[src/rtl/puf_comb_pkg.sv]
package puf_comb_pkg;

    localparam int N_SLOTS = 12;
    localparam int IDX_W   = $clog2(N_SLOTS);

    typedef enum logic [2:0] {
        ST_IDLE,
        ST_ISSUE,
        ST_AWAIT,
        ST_MERGE,
        ST_FLUSH
    } seq_state_t;

endpackage

[src/rtl/puf_slot_bank.sv]
module puf_slot_bank
    import puf_comb_pkg::*;
#(
    parameter int W = 64
) (
    input  logic                          clk,
    input  logic                          rst,
    input  logic                          wr_en,
    input  logic [IDX_W-1:0]              wr_idx,
    input  logic [W-1:0]                  wr_data,
    output logic [N_SLOTS-1:0][W-1:0]     slots_o
);

    logic [N_SLOTS-1:0][W-1:0] slots_d, slots_q;

    always_comb begin
        slots_d = slots_q;
        for (int k = 0; k < N_SLOTS; k++) begin
            if (wr_en && (wr_idx == IDX_W'(k))) begin
                slots_d[k] = wr_data;
            end
        end
    end

    always_ff @(posedge clk) begin
        if (rst) begin
            slots_q <= '0;
        end else begin
            slots_q <= slots_d;
        end
    end

    assign slots_o = slots_q;

endmodule

[src/rtl/puf_oan_merge.sv]
module puf_oan_merge
    import puf_comb_pkg::*;
#(
    parameter int W = 64
) (
    input  logic [N_SLOTS-1:0][W-1:0] slots_i,
    output logic [W-1:0]              merged_o
);

    localparam int FIRST_TAIL = 6;
    localparam int N_TAIL     = N_SLOTS - FIRST_TAIL;

    for (genvar b = 0; b < W; b++) begin : g_bit
        logic              and_t;
        logic              nand_t;
        logic              or_t;
        logic [N_TAIL-1:0] tail;

        assign and_t  = slots_i[0][b] & slots_i[1][b];
        assign nand_t = ~(slots_i[2][b] & slots_i[3][b]);
        assign or_t   = slots_i[4][b] | slots_i[5][b];

        for (genvar t = 0; t < N_TAIL; t++) begin : g_tail
            assign tail[t] = slots_i[FIRST_TAIL + t][b];
        end

        assign merged_o[b] = and_t ^ nand_t ^ or_t ^ (^tail);
    end

endmodule

[src/rtl/puf_issue_fsm.sv]
module puf_issue_fsm
    import puf_comb_pkg::*;
#(
    parameter int W = 64
) (
    input  logic             clk,
    input  logic             rst,
    input  logic             chal_valid,
    input  logic [W-1:0]     chal_data,
    input  logic             chal_ok,
    input  logic             req_ready,
    input  logic             rsp_valid,
    input  logic [W-1:0]     merged_i,
    output logic             busy_o,
    output logic             drop_o,
    output logic [IDX_W-1:0] idx_o,
    output logic [W-1:0]     seed_o,
    output logic             req_valid_o,
    output logic             wr_en_o,
    output logic             out_valid_o,
    output logic [W-1:0]     out_data_o
);

    localparam logic [IDX_W-1:0] LAST_IDX = IDX_W'(N_SLOTS - 1);

    typedef struct packed {
        seq_state_t       st;
        logic [IDX_W-1:0] idx;
        logic [W-1:0]     seed;
        logic             drop;
        logic             ov;
        logic [W-1:0]     od;
    } ctl_t;

    ctl_t ctl_d, ctl_q;
    logic wr_en_d;

    always_comb begin
        ctl_d      = ctl_q;
        ctl_d.drop = 1'b0;
        ctl_d.ov   = 1'b0;
        wr_en_d    = 1'b0;
        unique case (ctl_q.st)
            ST_IDLE: begin
                if (chal_valid) begin
                    if (chal_ok) begin
                        ctl_d.st   = ST_ISSUE;
                        ctl_d.seed = chal_data;
                        ctl_d.idx  = '0;
                    end else begin
                        ctl_d.drop = 1'b1;
                    end
                end
            end
            ST_ISSUE: begin
                if (req_ready) begin
                    ctl_d.st = ST_AWAIT;
                end
            end
            ST_AWAIT: begin
                if (rsp_valid) begin
                    wr_en_d = 1'b1;
                    if (ctl_q.idx == LAST_IDX) begin
                        ctl_d.st = ST_MERGE;
                    end else begin
                        ctl_d.idx = ctl_q.idx + 1'b1;
                        ctl_d.st  = ST_ISSUE;
                    end
                end
            end
            ST_MERGE: begin
                ctl_d.ov = 1'b1;
                ctl_d.od = merged_i;
                ctl_d.st = ST_FLUSH;
            end
            ST_FLUSH: begin
                ctl_d.idx = '0;
                ctl_d.st  = ST_IDLE;
            end
            default: begin
                ctl_d.st = ST_IDLE;
            end
        endcase
    end

    always_ff @(posedge clk) begin
        if (rst) begin
            ctl_q.st   <= ST_IDLE;
            ctl_q.idx  <= '0;
            ctl_q.seed <= '0;
            ctl_q.drop <= 1'b0;
            ctl_q.ov   <= 1'b0;
            ctl_q.od   <= '0;
        end else begin
            ctl_q <= ctl_d;
        end
    end

    assign busy_o      = (ctl_q.st != ST_IDLE);
    assign drop_o      = ctl_q.drop;
    assign idx_o       = ctl_q.idx;
    assign seed_o      = ctl_q.seed;
    assign req_valid_o = (ctl_q.st == ST_ISSUE);
    assign wr_en_o     = wr_en_d;
    assign out_valid_o = ctl_q.ov;
    assign out_data_o  = ctl_q.od;

endmodule

[src/rtl/puf_oan_combiner.sv]
module puf_oan_combiner
    import puf_comb_pkg::*;
#(
    parameter int W = 64
) (
    input  logic             clk,
    input  logic             rst,
    input  logic             chal_valid,
    input  logic [W-1:0]     chal_data,
    input  logic             chal_ok,
    output logic             busy,
    output logic             drop,
    output logic [IDX_W-1:0] exp_idx,
    output logic [W-1:0]     exp_seed,
    input  logic [W-1:0]     exp_word,
    output logic             req_valid,
    input  logic             req_ready,
    output logic [W-1:0]     req_data,
    input  logic             rsp_valid,
    input  logic [W-1:0]     rsp_data,
    output logic             out_valid,
    output logic [W-1:0]     out_data
);

    logic                      wr_en;
    logic [N_SLOTS-1:0][W-1:0] slots;
    logic [W-1:0]              merged;

    puf_issue_fsm #(.W(W)) u_fsm (
        .clk        (clk),
        .rst        (rst),
        .chal_valid (chal_valid),
        .chal_data  (chal_data),
        .chal_ok    (chal_ok),
        .req_ready  (req_ready),
        .rsp_valid  (rsp_valid),
        .merged_i   (merged),
        .busy_o     (busy),
        .drop_o     (drop),
        .idx_o      (exp_idx),
        .seed_o     (exp_seed),
        .req_valid_o(req_valid),
        .wr_en_o    (wr_en),
        .out_valid_o(out_valid),
        .out_data_o (out_data)
    );

    puf_slot_bank #(.W(W)) u_bank (
        .clk    (clk),
        .rst    (rst),
        .wr_en  (wr_en),
        .wr_idx (exp_idx),
        .wr_data(rsp_data),
        .slots_o(slots)
    );

    puf_oan_merge #(.W(W)) u_merge (
        .slots_i (slots),
        .merged_o(merged)
    );

    assign req_data = exp_word;

endmodule

[config.mk]
export PLATFORM = sky130hd
export DESIGN_NAME = puf_oan_combiner
export DESIGN_NICKNAME = d
export VERILOG_FILES = /design/src/rtl/puf_comb_pkg.sv /design/src/rtl/puf_slot_bank.sv /design/src/rtl/puf_oan_merge.sv /design/src/rtl/puf_issue_fsm.sv /design/src/rtl/puf_oan_combiner.sv
export SDC_FILE = /design/constraint.sdc
export NUM_CORES = 2
export LEC_CHECK = 0
export BUFFER_PORTS_ARGS = -buffer_cell sky130_fd_sc_hd__buf_4
export CAP_MARGIN = 20
export CORE_UTILIZATION = 40
export DETAILED_ROUTE_END_ITERATION = 8
export GPL_TIMING_DRIVEN = 0
export PLACE_DENSITY = 0.72
export RECOVER_POWER = 50
export SYNTH_ARGS = -nofsm -noshare
export SYNTH_HDL_FRONTEND = slang
export SYNTH_SLANG_ARGS = --single-unit
export TNS_END_PERCENT = 1
[constraint.sdc]
create_clock -name clk -period 1.75 [get_ports clk]
set_input_delay 0.175 -clock clk [delete_from_list [all_inputs] [get_ports clk]]
set_output_delay 0.175 -clock clk [all_outputs]
set_load 0.005 [all_outputs]
==> key figures <==
Status
  – Outcome: finished with violations
  – Failing checks: DRC, setup timing

Global route
  – GRT Overall Usage: 23.5%
  – Initial antenna violation count: 3
  – First-pass GRT wire length: 183000 um
  – Global route total overflow: 0
  – Vias in the first global route: 32700
  – Pin count of the biggest net entering global routing: 15

STA
  – Final Cycle Share: 115%
  – RSZ-0062 raised after global routing: true
  – Max-slew violation count: 0
  – Minimum clock period after layout: 2.02 ns
  – Hold WS: 0.260 ns
  – Slew HR: 33.5%
  – Endpoints failing hold: 0
  – Worst Tran Pin Value: 0.998 ns
  – Max Freq: 495 MHz
  – Minimum setup slack in the final design: -0.271 ns
  – Clock Skew: 0.0355 ns
  – Setup-failing EPs final: 730

Placement
  – Gpl congestion: 0.840
  – # port buffers: 333
  – Dpl ws: -1.19 ns
  – Placed cell area: 43500 um2
  – HPWL after DPL: 82300 um

CTS
  – Clock Tree Root: clkbuf_16
  – CTS Sinks: 905
  – CTS tree: done
  – CTS H-tree depth: 3
  – Longest Clk Path Bufs: 3
  – Clock-pin slew on the worst setup and hold paths: 0.06 ns
  – TritonCTS Buffers: 96
  – Skew-Pair Late Insertion Delay: 0.68 ns

Setup path
  – Critical-path top delay cell: buf_1
  – Crit start category: primary input
  – CP delay by family, top: buffers and inverters
  – Kind of end point of the critical path: register
  – Crit Path Category: primary input to register
  – Critical Path AT: 2.53 ns
  – Worst-path cell chain: buf_4 > clkbuf_1 > buf_1 > clkbuf_1 > a21oi_1
  – Flop2flop setup slack: -0.19 ns
  – Data required, critical path: 2.26 ns
  – Crit-path max FO: 10
  – Crit path top cell by count: clkbuf_1
  – Crit-path max cell delay: 0.81 ns
  – Worst Path Buf+Inv: 4

Detailed routing
  – 1st-pass router iterations: 9
  – Routed length on met2: 57800 um
  – Residual DRC: 16
  – 1st-iter DRT viols: 2420
  – Avg WL per Cell: 17.8 um
  – Vias: 33700
  – WL final: 120000 um
  – Antenna Nets Post-Route: 0
  – Routed met1 length: 48900 um
  – Metal3 WL: 8550 um
  – Vias per inst: 4.98
  – DR top layer: met5

Layout
  – Most common cell after layout, fill and taps aside: nand2_1
  – Share of cells above drive strength 1: 21.8%
  – Area grow syn2layout: 26.7%
  – Fin nets: 5602
  – Commonest cells after routing, fill and taps aside: nand2_1, dfxtp_1, a21oi_1
  – Finished Cell Area: 49800 um2

Synthesis
  – Synth Area in Compound Gates: 12.2%
  – Share of the yosys chip area belonging to registers: 46.1%
  – Post-synthesis adder-cell area fraction: 0.127%
  – XOR/XNOR Fraction of Synth Area: 12.2%
  – Number of synthesized flops with an enable pin: 0
  – #FFs+latches synth: 905
  – Post-Synth Simple-Gate Area: 19.8%
  – Avg Cell Area, Syn: 8.20 um2
  – Yosys warnings: 0
  – Mux contribution to synthesized area: 0.0286%
  – Main flop type after synthesis: dfxtp_1
  – Post-synth ARST share: 0%
  – Synth cell types: 40
  – Combinational family with the most area after synthesis: simple AND/OR/NAND/NOR gates
  – Post-Syn Area: 39300 um2
  – Post-Syn Nets: 4997
  – Mapped Cells: 4795

Power and ir drop
  – Leak: 18.2 nW
  – VDD IR max: 781 uV
  – Power Density: 933 nW/um2
  – Overall power: 46.5 mW

Min path
  – Hold Crit Class: primary input to register

Flow run
  – Max-cap violation count: 0

Floorplan
  – Num rows: 114
  – Initial Utilization: 40.5%
  – Die width: 315 um
  – Chip height: 315 um
  – Placeable Area: 97000 um2
  – I/O pin count: 398
  – Die area: 99500 um2
-- worst paths after layout --
check	start	endpoint	cells after the start
setup / recovery	rst	u_bank.slots_o[65]$_SDFFE_PP0P_	5
hold / removal	rst	u_fsm.out_data_o[50]$_SDFFE_PP0P_	4
setup reg to reg	u_fsm.ctl_q[136]$_SDFFE_PP0P_	u_bank.slots_o[280]$_SDFFE_PP0P_	9
hold reg to reg	u_fsm.out_data_o[29]$_SDFFE_PP0P_	u_fsm.out_data_o[29]$_SDFFE_PP0P_	2
-- cells in the mapped netlist, drive strengths merged, types with 2 or more instances --
library cell,count,area [um2]
a21oi,838,4420
and3,13,86.3
buf,421,3250
clkbuf,124,465
dfxtp,905,18100
ha,4,50.1
inv,7,26.3
nand2,1859,7100
nand3,15,198
nand3b,2,15.0
nor2,67,254
nor2b,6,37.5
nor3,4,20.0
nor3b,2,15.0
o21a,2,15.0
o21ai,68,340
xnor2,256,2240
xnor3,64,1440
xor2,128,1120
-- power breakdown --
part / switching (mW) / internal [mW]
Sequential: 0.163 / 20.9
Clock: 8.93 / 13.2
Combinational: 1.82 / 1.50
Total: 10.9 / 35.5
-- registers in the layout, indices dropped and copies added (netlist names) --
| signal | cells |
|---|---|
| u_fsm.seed_o | 64 |
| u_fsm.drop_o | 1 |
| u_bank.slots_o | 768 |
| u_fsm.out_valid_o | 1 |
| u_fsm.idx_o | 4 |
| u_fsm.ctl_q | 3 |
| u_fsm.out_data_o | 64 |
-- area by class of cell --
cell class	instances	area, um2
antenna	3	7.51
buffer	541	4340
clock buffer	129	2740
clock inverter	50	721
fill	8831	47200
inverter	7	26.3
multi-input combinational	3340	17900
sequential	905	18100
tap	1276	1600
timing repair buffer	509	4370
-- tightest hold or removal path: stages --
cell	delay [ns]
buf_4	0.14
or2_4	0.21
clkbuf_8	0.26
o21ai_0	0.11
-- metal layers --
layer | track usage [%] | vias to the layer above
li1 | - | 16300
met1 | 29.2 | 16000
met2 | 40.4 | 1155
met3 | 3.80 | 249
met4 | 9.29 | 4
met5 | 0 | -
-- through the flow --
step           util [%]  TNS [ns]  instances
2_1_floorplan         -         0       4795
3_3_place_gp       44.7   -603.79       6404
3_5_place_dp       44.8   -536.00       6408
4_1_cts            50.8    -34.05       6754
5_1_grt            51.3   -113.68       6758
6_report           51.3    -77.04       6760
-- cells by family (layout without fill, tap and decap cells) --
kind of cell               Yosys count  after routing
adders and majority gates            4              4
xor gates and xnor gates           448            448
and+or+nand+nor                   1973           1975
DFF                                905            905
AOI/OAI and AO/OA                  912            912
buffers and inverters              552           1236
other                                0              3
muxes                                1              1
-- repair_timing --
| action | in CTS | in global routing |
|---|---|---|
| buffers inserted | 33 | 3 |
| endpoints found under the hold margin | 720 | 0 |
| gates resized for setup | 168 | 201 |
| pin swaps | 4 | 4 |
| cloned | 5 | 2 |
| setup endpoints to repair | 895 | 857 |
| hold buffers | 132 | 0 |
(Power assumes the default switching activity.)
